===== src/rtl/fdiv_pkg.sv =====
package fdiv_pkg;

    typedef enum logic [1:0] {
        ST_IDLE = 2'd0,
        ST_RUN  = 2'd1,
        ST_FIN  = 2'd2
    } fdiv_state_e;

    typedef struct packed {
        logic is_nan;
        logic is_inf;
        logic is_zero;
    } fdiv_class_t;

endpackage


===== src/rtl/fdiv_unpack.sv =====
// Splits one operand into sign, biased exponent and significand with the
// hidden bit restored; subnormals are reported as zero.
module fdiv_unpack #(
    parameter int EXP_W  = 8,
    parameter int FRAC_W = 23
) (
    input  logic [EXP_W+FRAC_W:0]  op,
    output logic                   sign,
    output logic [EXP_W-1:0]       exp_b,
    output logic [FRAC_W:0]        mant,
    output fdiv_pkg::fdiv_class_t  cls
);

    logic [EXP_W-1:0]  e_fld;
    logic [FRAC_W-1:0] f_fld;
    logic              e_all1;
    logic              e_all0;

    always_comb begin
        e_fld       = op[EXP_W+FRAC_W-1 -: EXP_W];
        f_fld       = op[FRAC_W-1:0];
        sign        = op[EXP_W+FRAC_W];
        e_all1      = &e_fld;
        e_all0      = ~|e_fld;
        cls.is_nan  = e_all1 & (|f_fld);
        cls.is_inf  = e_all1 & ~(|f_fld);
        cls.is_zero = e_all0;
        exp_b       = e_fld;
        mant        = e_all0 ? '0 : {1'b1, f_fld};
    end

endmodule


===== src/rtl/fdiv_step.sv =====
// One restoring division step: compare, conditionally subtract, shift.
module fdiv_step #(
    parameter int SIG_W = 24
) (
    input  logic [SIG_W:0]   rem_in,
    input  logic [SIG_W-1:0] dvsr,
    output logic             q_bit,
    output logic [SIG_W:0]   rem_out
);

    logic [SIG_W:0] dvsr_ext;
    logic [SIG_W:0] diff;
    logic [SIG_W:0] kept;

    always_comb begin
        dvsr_ext = {1'b0, dvsr};
        diff     = rem_in - dvsr_ext;
        q_bit    = (rem_in >= dvsr_ext);
        kept     = q_bit ? diff : rem_in;
        rem_out  = kept << 1;
    end

endmodule


===== src/rtl/fdiv_round.sv =====
// Normalizes the raw quotient, rounds to nearest-even and packs the word,
// saturating to infinity or flushing to zero at the exponent limits.
module fdiv_round #(
    parameter int EXP_W  = 8,
    parameter int FRAC_W = 23
) (
    input  logic [FRAC_W+3:0]         quo,
    input  logic                      rem_nz,
    input  logic                      sign,
    input  logic signed [EXP_W+1:0]   exp_pre,
    output logic [EXP_W+FRAC_W:0]     packed_res
);

    localparam int SIG_W = FRAC_W + 1;
    localparam int QB    = SIG_W + 3;
    localparam int EW    = EXP_W + 2;
    localparam logic signed [EW-1:0] ONE_S  = EW'(1);
    localparam logic signed [EW-1:0] ZERO_S = '0;
    localparam logic signed [EW-1:0] EMAX_S = EW'((1 << EXP_W) - 1);

    logic                   lead;
    logic [SIG_W-1:0]       sig_raw;
    logic                   g_bit;
    logic                   r_bit;
    logic                   s_bit;
    logic                   inc;
    logic [SIG_W:0]         sum;
    logic signed [EW-1:0]   e_n;
    logic signed [EW-1:0]   e_r;
    logic [FRAC_W-1:0]      frac;

    always_comb begin
        lead    = quo[QB-1];
        sig_raw = lead ? quo[QB-1 -: SIG_W] : quo[QB-2 -: SIG_W];
        g_bit   = lead ? quo[2] : quo[1];
        r_bit   = lead ? quo[1] : quo[0];
        s_bit   = lead ? (quo[0] | rem_nz) : rem_nz;
        e_n     = lead ? exp_pre : (exp_pre - ONE_S);
        inc     = g_bit & (r_bit | s_bit | sig_raw[0]);
        sum     = {1'b0, sig_raw} + {{SIG_W{1'b0}}, inc};
        if (sum[SIG_W]) begin
            e_r  = e_n + ONE_S;
            frac = sum[SIG_W-1:1];
        end else begin
            e_r  = e_n;
            frac = sum[FRAC_W-1:0];
        end
        if (e_r >= EMAX_S) begin
            packed_res = {sign, {EXP_W{1'b1}}, {FRAC_W{1'b0}}};
        end else if (e_r <= ZERO_S) begin
            packed_res = {sign, {(EXP_W+FRAC_W){1'b0}}};
        end else begin
            packed_res = {sign, e_r[EXP_W-1:0], frac};
        end
    end

endmodule


===== src/rtl/fdiv_seq.sv =====
// Iterative single-precision divider: one quotient bit per clock.
module fdiv_seq
    import fdiv_pkg::*;
#(
    parameter int EXP_W  = 8,
    parameter int FRAC_W = 23
) (
    input  logic                   clk,
    input  logic                   rst_n,
    input  logic                   start,
    input  logic [EXP_W+FRAC_W:0]  op_a,
    input  logic [EXP_W+FRAC_W:0]  op_b,
    output logic                   busy,
    output logic                   done,
    output logic [EXP_W+FRAC_W:0]  result,
    output logic                   div_zero,
    output logic                   invalid
);

    localparam int W     = 1 + EXP_W + FRAC_W;
    localparam int SIG_W = FRAC_W + 1;
    localparam int QB    = SIG_W + 3;
    localparam int CNT_W = $clog2(QB + 1);
    localparam int EW    = EXP_W + 2;
    localparam int BIAS  = (1 << (EXP_W - 1)) - 1;
    localparam logic signed [EW-1:0] BIAS_S = EW'(BIAS);
    localparam logic [CNT_W-1:0]     LAST   = CNT_W'(QB - 1);
    localparam logic [W-1:0] QNAN = {1'b0, {EXP_W{1'b1}}, 1'b1, {(FRAC_W-1){1'b0}}};
    localparam logic [W-2:0] INF_MAG = {{EXP_W{1'b1}}, {FRAC_W{1'b0}}};

    typedef struct packed {
        fdiv_state_e      st;
        logic [CNT_W-1:0] cnt;
        logic [W-1:0]     opa;
        logic [W-1:0]     opb;
        logic [SIG_W:0]   rem;
        logic [QB-1:0]    quo;
        logic [W-1:0]     res;
        logic             dz;
        logic             inv;
        logic             done;
    } regs_t;

    regs_t q_q;
    regs_t q_d;

    // operand decode, one instance per operand
    logic [W-1:0]      opnd   [2];
    logic              sgn    [2];
    logic [EXP_W-1:0]  ex     [2];
    logic [SIG_W-1:0]  mt     [2];
    fdiv_class_t       cl     [2];

    always_comb begin
        opnd[0] = q_q.opa;
        opnd[1] = q_q.opb;
    end

    for (genvar gi = 0; gi < 2; gi++) begin : g_unpack
        fdiv_unpack #(
            .EXP_W  (EXP_W),
            .FRAC_W (FRAC_W)
        ) u_unpack (
            .op    (opnd[gi]),
            .sign  (sgn[gi]),
            .exp_b (ex[gi]),
            .mant  (mt[gi]),
            .cls   (cl[gi])
        );
    end

    // significand iteration
    logic [SIG_W:0] step_in;
    logic [SIG_W:0] step_out;
    logic           step_bit;

    always_comb begin
        step_in = (q_q.cnt == '0) ? {1'b0, mt[0]} : q_q.rem;
    end

    fdiv_step #(
        .SIG_W (SIG_W)
    ) u_step (
        .rem_in  (step_in),
        .dvsr    (mt[1]),
        .q_bit   (step_bit),
        .rem_out (step_out)
    );

    // exponent and rounding
    logic signed [EW-1:0] exp_pre;
    logic                 res_sign;
    logic                 rem_nz;
    logic [W-1:0]         rnd_res;

    always_comb begin
        exp_pre  = $signed({2'b00, ex[0]}) - $signed({2'b00, ex[1]}) + BIAS_S;
        res_sign = sgn[0] ^ sgn[1];
        rem_nz   = |q_q.rem;
    end

    fdiv_round #(
        .EXP_W  (EXP_W),
        .FRAC_W (FRAC_W)
    ) u_round (
        .quo        (q_q.quo),
        .rem_nz     (rem_nz),
        .sign       (res_sign),
        .exp_pre    (exp_pre),
        .packed_res (rnd_res)
    );

    // special-value selection
    logic         is_invalid;
    logic [W-1:0] final_res;
    logic         final_dz;

    always_comb begin
        is_invalid = cl[0].is_nan | cl[1].is_nan
                   | (cl[0].is_zero & cl[1].is_zero)
                   | (cl[0].is_inf  & cl[1].is_inf);
        final_dz   = 1'b0;
        if (is_invalid) begin
            final_res = QNAN;
        end else if (cl[0].is_inf) begin
            final_res = {res_sign, INF_MAG};
        end else if (cl[1].is_zero) begin
            final_res = {res_sign, INF_MAG};
            final_dz  = 1'b1;
        end else if (cl[0].is_zero | cl[1].is_inf) begin
            final_res = {res_sign, {(W-1){1'b0}}};
        end else begin
            final_res = rnd_res;
        end
    end

    // next-state computation
    always_comb begin
        q_d      = q_q;
        q_d.done = 1'b0;
        unique case (q_q.st)
            ST_IDLE: begin
                if (start) begin
                    q_d.opa = op_a;
                    q_d.opb = op_b;
                    q_d.cnt = '0;
                    q_d.st  = ST_RUN;
                end
            end
            ST_RUN: begin
                q_d.rem = step_out;
                q_d.quo = {q_q.quo[QB-2:0], step_bit};
                q_d.cnt = q_q.cnt + 1'b1;
                if (q_q.cnt == LAST) begin
                    q_d.st = ST_FIN;
                end
            end
            ST_FIN: begin
                q_d.res  = final_res;
                q_d.dz   = final_dz;
                q_d.inv  = is_invalid;
                q_d.done = 1'b1;
                q_d.st   = ST_IDLE;
            end
            default: begin
                q_d.st = ST_IDLE;
            end
        endcase
    end

    always_ff @(posedge clk or negedge rst_n) begin
        if (!rst_n) begin
            q_q <= '0;
        end else begin
            q_q <= q_d;
        end
    end

    always_comb begin
        busy     = (q_q.st != ST_IDLE);
        done     = q_q.done;
        result   = q_q.res;
        div_zero = q_q.dz;
        invalid  = q_q.inv;
    end

endmodule


===== config.mk =====
export PLATFORM = sky130hd
export DESIGN_NAME = fdiv_seq
export DESIGN_NICKNAME = d
export VERILOG_FILES = /design/src/rtl/fdiv_pkg.sv /design/src/rtl/fdiv_unpack.sv /design/src/rtl/fdiv_step.sv /design/src/rtl/fdiv_round.sv /design/src/rtl/fdiv_seq.sv
export SDC_FILE = /design/constraint.sdc
export NUM_CORES = 1
export LEC_CHECK = 0
export ABC_AREA = 0
export BUFFER_PORTS_ARGS = -buffer_cell sky130_fd_sc_hd__buf_2
export CAP_MARGIN = 15
export CORE_ASPECT_RATIO = 1.5
export CORE_MARGIN = 4
export CORE_UTILIZATION = 40
export CTS_BUF_LIST = sky130_fd_sc_hd__clkbuf_8
export CTS_CLUSTER_DIAMETER = 80
export CTS_CLUSTER_SIZE = 10
export DETAILED_ROUTE_END_ITERATION = 16
export PLACE_DENSITY = 0.7
export SETUP_SLACK_MARGIN = 0.15
export SYNTH_ARGS = -nofsm -noshare
export SYNTH_HDL_FRONTEND = slang
export SYNTH_SLANG_ARGS = --single-unit

===== constraint.sdc =====
create_clock -name clk -period 9.4 [get_ports clk]
set_input_delay 1.41 -clock clk [delete_from_list [all_inputs] [get_ports clk]]
set_output_delay 1.41 -clock clk [all_outputs]
set_load 0.01 [all_outputs]

==> results of run 1 <==
-- routing by layer --
metal / vias up / track usage (%) / routed length [um]
li1: 4569 / - / -
met5: - / 0 / 0
met2: 245 / 33.0 / 13800
met4: 0 / 7.62 / 977
met3: 59 / 3.02 / 1180
met1: 4254 / 21.9 / 10800
-- registers in the layout, indices dropped and copies added (netlist names) --
signal,count
opnd,64
invalid,1
q_q,58
div_zero,1
done,1
result,32
-- synth_stat cells (3+ instances only) --
cell / n
nand2b_1: 11
nor2_1: 76
a211oi_1: 5
nand3_1: 29
o22ai_1: 4
xnor2_1: 34
and2_1: 5
ha_1: 40
mux2_2: 6
o21a_1: 12
o211ai_1: 13
o21ai_1: 17
or4_1: 8
o31ai_1: 8
or3_1: 3
buf_2: 10
mux2i_1: 29
or2_2: 3
and3_1: 14
nor3_1: 13
nor2b_1: 10
buf_4: 33
nand2_1: 426
a21boi_0: 7
buf_1: 6
nor4_1: 26
a21o_1: 12
dfrtp_1: 157
clkbuf_1: 47
a211o_1: 4
inv_1: 28
xor2_1: 31
nand4_1: 17
o21ai_0: 76
a2bb2oi_1: 3
a21oi_1: 39
o31ai_2: 4
o22a_1: 6
-- final cells by class --
class / instances / area share [%]
multi-input combinational: 1045 / 52.6
sequential: 157 / 34.1
timing repair buffer: 110 / 5.18
tap: 333 / 3.62
clock buffer: 20 / 2.39
clock inverter: 12 / 1.18
inverter: 28 / 0.913
-- path summary, 6_finish.rpt --
kind / start / end / slack, ns / cells after the start
max in group asynchronous: rst_n / q_q[61] / 6.89 / 2
min in group asynchronous: rst_n / done / 0.96 / 1
max: q_q[61] / result[9] / 3.83 / 15
max reg2reg: q_q[61] / result[9] / 3.83 / 15
min: result[7] / result[7] / 0.48 / 2
min reg2reg: result[7] / result[7] / 0.48 / 2
-- layout by cell type, fill, tap and decap left out, drive strengths merged, types with 13 or more instances in the layout --
master	instances
xor2	32
ha	40
nor2	76
dfrtp	157
inv	32
buf	110
o21ai	94
nand4	18
clkbuf	20
nand2	426
xnor2	35
mux2i	30
and3	14
nor4	29
nand3	29
a21oi	40
o211ai	13
nor3	13
-- stage by stage --
step                      cells  util [%]
after floorplan            1329         -
after global placement     1672      42.7
after detailed placement   1672      42.7
after CTS                  1704      44.3
after global routing       1705      44.4
final                      1705      44.4
-- worst max-delay path, delay by kind of cell, from the launching register on --
family                   cells  cell delay (ns)
adder cells (fa/ha/maj)      2             0.42
flip-flops                   1             1.05
AND/OR/NAND/NOR              9             2.63
multiplexers                 1             0.34
AO/OA/AOI/OAI                3             1.00
-- cells by family after synthesis --
family                     synth area share (%)
and+or+nand+nor                            27.2
AOI/OAI and AO/OA                          14.7
DFF                                        37.1
buffers and inverters                      5.94
xor gates and xnor gates                   6.21
adders and majority gates                  5.10
muxes                                      3.69
==> reports/metrics.cfg, run 1 <==
[run_status]
status=complete, no violations

[timing]
worst_pin_slew_ns=1.10
fin_skew_ns=0.0119
slew_violations=0
max_clock_freq_mhz=180
fin_setup_tns_ns=0
rsz0062_at_grt=no
finalHoldViolations=0
setup_slack_ns=3.83
hold_slack_ns=0.480
fin_crit_ns=5.57
relSlewSlack_pct=26.3
setup_viol=0
post-route-period-util_pct=59.3

[synthesis]
mappedNetlistArea_sq_mm=0.0106
synth_edf_count=0
ys_seq_area_share_pct=37.1
synth.area.top_cells=dfrtp_1 37%, nand2_1 15%, ha_1 4.7%, o21ai_0 3.6%, xnor2_1 2.8%
synth_top_flop_cell=dfrtp_1
yosys_warnings=0
ys_ff_latch=157
avgSynthCellArea_sq_um=7.98
synth_top_area_cell=dfrtp_1
syn_inst=1329
yosys.area.top_type_share_pct=37.1
synth_fp_nets=1438
ys_types=83
synthArstFlopShare_pct=100

[global_route]
grt_pass1_wl_um=44600
grt_pass1_vias=9157
track_usage_pct=18.5
overflow=0
antenna_found_initial=0
grt_max_degree=85

[floorplanning]
die_height_um=207
die_width_um=141
fp.dieArea_sq_mm=0.0292
coreArea_sq_mm=0.0259
fp-row-count=72
start_util_pct=40.9
ios=103

[cts]
cts.sinks=157
cts_tree=yes
insertion_delay_ns=0.47
clk_pin_slew_ns=0.09
postCtsSetupBuffers=0
htreeDepth=4
cts_hold_buf=0
clockBufferDepth=2
cts_resized=0
cts-root-buf=clkbuf_8
numCtsBuffers=17

[finish]
antenna_cells=0
multi_input_comb_area_sq_mm=0.00606
drive_above_1_share_pct=12.8
layout.nets=1468
regArea_sq_mm=0.00393
fillers=2642
design_area_sq_mm=0.0115
synthToLayoutAreaGrowth_pct=8.65

[drt]
drcViolationCount=0
first_pass_iters=5
wl_per_cell_um=15.7
ant_nets=0
first_iter_violations=538
vias=9127
routed_wl_um=26800
vias_per_cell=5.35

[setup_path]
crit_path_start_kind=flip-flop
cp.required_ns=9.76
critPathCaptureType=flip-flop
cpPeakStageDelay_ns=1.05
path_cells=mux2_2 > nor4_1 > and3_1 > a21oi_1 > ha_1 > ha_1 > nand2_1 > or4_1 > nor4_4 > and2_2 > and3_1 > nand3_1 > a221oi_2 > nand4_2 > o31ai_1
worstPathArrival_ns=5.93
critPathMaxFanout=55
worst_path_max_delay_cell=dfrtp_2
worstSetupPathType=flip-flop to flip-flop

[placement]
place_area_sq_mm=0.0111
dp.final_hpwl_um=20400
gp_congestion=0.901
io_buffers=102
pre_cts_ws_ns=3.90

[run]
maxCapViolations=0

[hold_path]
hp-class=flip-flop to flip-flop

Power of run 1 is left out: the tool's default activity adds up to more than one toggle a clock period on the data nets, which glitch-free logic cannot reach.
==> inputs of run 2 (changes only) <==
ABC_AREA = 1   (was 0)
PLACE_DENSITY = 0.72   (was 0.7)
clock period = 4.7 ns   (was 9.4 ns; I/O delays follow)
==> run 2 against run 1 <==
  * Core utilization up 0.31 points
  * Setup slack worse by 3.3 ns
  * Clock skew up 0.0077 ns
  * Synthesized area up 0.30%
  * Die area up 0.28%
  * Flip-flop and latch count unchanged
  * Critical endpoint is now q_q[85]
  * Register-to-register slack worse by 3.3 ns
  * Synthesized cell count up 11%
  * Final area up 1.0%
  * Critical path depth up 10
  * Clock-buffer cell count down 3
  * Global-route usage up 0.95 points
  * Highest routed layer unchanged
==> reports/metrics.cfg, run 2 <==
[run_status]
status=complete, no violations

[synthesis]
synth_edf_count=0  ; unchanged
synth.most_common_cell=nand2_1
mappedNetlistArea_sq_mm=0.0106  ; +0.30%
ys_ff_latch=157  ; unchanged
yosys_warnings=0  ; unchanged
synthArstFlopShare_pct=100  ; unchanged
synth_fp_nets=1585  ; +10%
synth_common_cells=494 x nand2_1, 158 x inv_1, 157 x dfrtp_1
yosys.area.top_type_share_pct=37.0  ; -0.11 points
syn_inst=1476  ; +11%
synth.area.top_cells=dfrtp_1 37%, nand2_1 17%, inv_1 5.6%, o21ai_0 4.8%, ha_1 4.7%
avgSynthCellArea_sq_um=7.20  ; -9.7%
synth_top_area_cell=dfrtp_1
ys_types=56  ; -33%
synth_top_flop_cell=dfrtp_1
ys_seq_area_share_pct=37.0  ; -0.11 points

[global_route]
antenna_found_initial=0  ; unchanged
grt_pass1_wl_um=46700  ; +4.7%
grt_max_degree=95  ; +12%
track_usage_pct=19.5  ; +0.95 points
overflow=0  ; unchanged
grt_pass1_vias=9761  ; +6.6%

[cts]
clk_pin_slew_ns=0.09  ; about the same
cts_hold_buf=0  ; unchanged
cts.sinks=157  ; unchanged
insertion_delay_ns=0.47  ; about the same
cts-root-buf=clkbuf_8
clockBufferDepth=2  ; unchanged
numCtsBuffers=17  ; unchanged
htreeDepth=4  ; unchanged
cts_tree=yes

[finish]
layout.nets=1650  ; +12%
layout_commonest_cell=nand2_1
synthToLayoutAreaGrowth_pct=9.46
fillers=2647  ; +0.19%
largest_reg_flops=64  ; unchanged
layout_common_cells=494 x nand2_1, 157 x dfrtp_1, 155 x inv_1
drive_above_1_share_pct=14.6  ; +1.8 points
antenna_cells=0  ; unchanged

[timing]
fin_setup_tns_ns=0  ; unchanged
post-route-period-util_pct=88.4  ; +29 points
relSlewSlack_pct=32.0  ; +5.8 points
finalHoldViolations=0  ; unchanged
worst_pin_slew_ns=1.02  ; -0.0777 ns
rsz0062_at_grt=no
fin_skew_ns=0.0196  ; +0.00770 ns
max_clock_freq_mhz=241  ; +34%
fin_crit_ns=4.16  ; -1.41 ns
setup_viol=0  ; unchanged
slew_violations=0  ; unchanged

[floorplanning]
die_width_um=141  ; +0.14%
die_height_um=208  ; +0.14%
start_util_pct=40.8  ; about the same
fp-row-count=72  ; unchanged
fp.dieArea_sq_mm=0.0293  ; +0.28%
coreArea_sq_mm=0.0260  ; +0.35%
ios=103  ; unchanged

[setup_path]
critPathMaxFanout=10  ; -82%
worstSetupPathType=flip-flop to flip-flop
worstSetupStartpoint=q_q[151]
worstPathArrival_ns=4.56  ; -1.37 ns
critPathCaptureType=flip-flop
cp_common_cell=nand2_1
crit_path_start_kind=flip-flop
reg2reg_from=q_q[151]
cp_num_buf_inv=3  ; +3
crit_family=simple AND/OR/NAND/NOR gates
cpPeakStageDelay_ns=0.42  ; -0.63 ns
cp.required_ns=5.10  ; -4.66 ns
worst_path_max_delay_cell=dfrtp_1

[drt]
first_iter_violations=553  ; +2.8%
routed_wl_um=28200  ; +5.1%
first_pass_iters=5  ; unchanged
wl_per_cell_um=14.9  ; -5.1%
ant_nets=0  ; unchanged
vias_per_cell=5.15  ; -3.9%
vias=9712  ; +6.4%
drcViolationCount=0  ; unchanged

[run]
maxCapViolations=0  ; unchanged

[hold_path]
hp-class=input pin to async pin

[placement]
dp.final_hpwl_um=22200  ; +8.4%
gp_congestion=0.942  ; +4.5%
io_buffers=102  ; unchanged

## run 2: timing repair
| item | in CTS | in global routing |
|---|---|---|
| setup buffers | 0 | 1 |
| setup endpoints to repair | 0 | 19 |
| gates resized for setup | 0 | 6 |
## run 2: logic make-up after synthesis
group / count (synthesis) / share of synthesized area [%]
compound gates: 235 / 13.1
fa+ha+maj: 42 / 5.08
simple gates: 763 / 31.7
xor+xnor: 32 / 2.64
buf+inv: 247 / 10.5
flops: 157 / 37.0
## run 2: worst paths after layout
kind	cells past startpoint	slack (ns)	to
worst max register to register	25	0.54	q_q[85]
max in group asynchronous	2	3.31	q_q[155]
min in group clk	3	0.43	opnd[53]
worst min-delay path	1	0.31	opnd[3]
worst min register to register	2	0.48	result[21]
worst max-delay path	25	0.54	q_q[85]
## run 2: final cells by class
type / instances / area [sq um] / share of cell area, %
Clock buffer: 17 / 234 / 2.01
Clock inverter: 15 / 159 / 1.37
Inverter: 174 / 666 / 5.72
Multi-Input combinational cell: 1072 / 5590 / 48.0
Sequential cell: 157 / 3930 / 33.8
Tap cell: 333 / 417 / 3.58
Timing Repair Buffer: 119 / 644 / 5.54
## run 2: per-layer routing
metal	vias up	wire length [um]	share of wire, %	global-route usage [%]
met2	241	14900	53	36.3
met4	0	1410	5.0	9.50
met5	-	0	0	0
li1	4901	-	-	-
met3	84	1050	3.7	3.00
met1	4486	10800	38	21.0
## run 2: metrics by stage
stage                     cells  utilization (%)  worst slack (ns)  area, sq um  hold slack, ns
after floorplan            1476                -              1.03        10600           0.409
after global placement     1854             43.1             0.467        11200           0.457
after detailed placement   1854             43.1             0.406        11200           0.460
after CTS                  1886             44.6             0.361        11600           0.342
after global routing       1887             44.7             0.151        11600           0.354
final                      1887             44.7             0.544        11600           0.308
Power of run 2 is left out for the same reason.
==> inputs of run 3 (changes only) <==
CORE_UTILIZATION = 50   (was 40)
PLACE_DENSITY = 0.84   (was 0.72)
==> run 3 against run 2 <==
  * Die area decreased by 19%
  * Maximum frequency decreased by 3.9%
  * Core utilization increased by 11 points
  * Final cell count decreased by 3.6%
  * Sequential share of layout area increased by 0.11 points
  * Flip-flop and latch count unchanged
  * Register-to-register slack got worse by 0.17 ns
  * Clock skew decreased by 0.0032 ns
  * Via count increased by 1.1%
  * First-iteration DRC count increased by 28%
  * Clock-buffer cell count unchanged
==> reports/metrics.cfg, run 3 (synthesis results as in run 2) <==
[finish]
multi_input_comb_area_sq_mm=0.00560  ; +0.16%
regArea_sq_mm=0.00393  ; unchanged
synthToLayoutAreaGrowth_pct=9.11
drive_above_1_share_pct=14.7  ; +0.083 points
fillers=2009  ; -24%
layout_commonest_cell=nand2_1
largest_reg_flops=64  ; unchanged
layout.nets=1648  ; -0.12%
antenna_cells=0  ; unchanged
layout_common_cells=494 x nand2_1, 157 x dfrtp_1, 154 x inv_1

[timing]
finalHoldViolations=0  ; unchanged
max_clock_freq_mhz=231  ; -3.9%
fin_crit_ns=4.32  ; +0.167 ns
fin_setup_tns_ns=0  ; unchanged
rsz0062_at_grt=no
setup_viol=0  ; unchanged
worst_pin_slew_ns=0.947  ; -0.0712 ns
fin_skew_ns=0.0164  ; -0.00321 ns
hold_slack_ns=0.292  ; -0.0158 ns
relSlewSlack_pct=36.3  ; +4.3 points
slew_violations=0  ; unchanged
post-route-period-util_pct=92.0  ; +3.6 points

[cts]
numCtsBuffers=17  ; unchanged
clockBufferDepth=2  ; unchanged
cts_hold_buf=0  ; unchanged
htreeDepth=4  ; unchanged
cts-root-buf=clkbuf_8
clk_pin_slew_ns=0.10  ; about the same
cts.sinks=157  ; unchanged
cts_tree=yes
insertion_delay_ns=0.47  ; about the same

[placement]
io_buffers=102  ; unchanged
dp.final_hpwl_um=21700  ; -2.0%
gp_congestion=0.989  ; +5.0%

[setup_path]
rrSetupSlack_ns=0.38  ; -0.17 ns
reg2reg_from=q_q[86]
worstSetupPathType=flip-flop to flip-flop
crit_path_start_kind=flip-flop
critPathMaxFanout=12  ; +2
r2r_end=result[29]
worstPathArrival_ns=4.71  ; +0.15 ns
cp.required_ns=5.09  ; about the same
ff2ff_path_depth=23  ; -8.0%
critPathCaptureType=flip-flop

[floorplanning]
start_util_pct=50.7  ; +9.8 points
coreArea_sq_mm=0.0210  ; -19%
die_height_um=187  ; -10%
fp.dieArea_sq_mm=0.0237  ; -19%
die_width_um=127  ; -10%
ios=103  ; unchanged
fp-row-count=65  ; -9.7%

[global_route]
grt_pass1_wl_um=45000  ; -3.6%
antenna_found_initial=0  ; unchanged
overflow=0  ; unchanged
grt_pass1_vias=9748  ; -0.13%
grt_max_degree=91  ; -4.2%
track_usage_pct=23.3  ; +3.8 points

[drt]
first_pass_iters=5  ; unchanged
vias_per_cell=5.40  ; +4.8%
ant_nets=0  ; unchanged
wl_per_cell_um=15.2  ; +1.8%
first_iter_violations=709  ; +28%
drcViolationCount=0  ; unchanged
vias=9821  ; +1.1%
routed_wl_um=27600  ; -1.9%

[run_status]
status=complete, no violations

[hold_path]
hp-class=input pin to async pin

[run]
maxCapViolations=0  ; unchanged

==> run 3: cell count changes in the layout (fill, tap and decap cells not counted), sizes merged <==
cell / delta
clkinv: -2
buf: -2
inv: +3
clkinvlp: -1
==> run 3: layout make-up <==
| class | instances | share of cell area [%] |
|---|---|---|
| clock buffers | 17 | 2.02 |
| clock inverters | 15 | 1.69 |
| multi-input cells | 1072 | 48.3 |
| repair buffers | 117 | 5.53 |
| inverters | 174 | 5.74 |
| flip-flops and latches | 157 | 33.9 |
| well taps | 268 | 2.89 |
==> run 3: what timing repair did <==
| action | 4_1_cts | 5_1_grt |
|---|---|---|
| endpoints found under the setup margin | 0 | 23 |
| hold endpoints to repair | 0 | 0 |
| setup buffers | 0 | 2 |
| gates resized for setup | 0 | 9 |
==> run 3: how the worst max path moves through the flow <==
stage / start / to / slack, ns / cells past startpoint
2_1_floorplan: opnd[56] / q_q[66] / 1.03 / 21
3_3_place_gp: q_q[151] / q_q[85] / 0.44 / 24
3_5_place_dp: q_q[151] / q_q[75] / 0.28 / 21
4_1_cts: q_q[151] / q_q[75] / 0.24 / 21
5_1_grt: q_q[86] / result[23] / 0.21 / 23
6_report: q_q[86] / result[29] / 0.38 / 23
==> run 3: through the flow <==
| stage | util, % | area (sq um) | cells | setup WS (ns) |
|---|---|---|---|---|
| 2_1_floorplan | - | 10600 | 1476 | 1.03 |
| 3_3_place_gp | 53.1 | 11100 | 1786 | 0.443 |
| 3_5_place_dp | 53.1 | 11100 | 1786 | 0.275 |
| 4_1_cts | 55.1 | 11600 | 1818 | 0.237 |
| 5_1_grt | 55.3 | 11600 | 1820 | 0.208 |
| 6_report | 55.3 | 11600 | 1820 | 0.377 |
==> run 3: layer usage <==
| layer | track usage, % | vias to the layer above | wire length [um] |
|---|---|---|---|
| met5 | 0 | - | 0 |
| met4 | 17.0 | 0 | 2100 |
| met3 | 3.49 | 113 | 1150 |
| met2 | 41.8 | 310 | 14100 |
| met1 | 24.1 | 4497 | 10300 |
| li1 | - | 4901 | - |
==> run 3: worst max-delay path, cell delays in order, from the launching register on <==
cell and delay, ns:
dfrtp_1 0.42, nor2_1 0.13, nand3_1 0.08, nor4_1 0.45
nand4_1 0.24, a2111oi_0 0.36, a211oi_1 0.09, ha_1 0.24
ha_1 0.22, inv_1 0.10, nor2_4 0.06, nand2_1 0.11
nor2_4 0.08, nand3_4 0.14, clkinv_1 0.23, nand2_1 0.12
nand2_1 0.08, nor3_2 0.21, nand3_2 0.13, o21ai_4 0.24
nand2_2 0.20, nand2_1 0.11, nand2_1 0.05, a21oi_1 0.15
Power of run 3 is left out for the same reason.
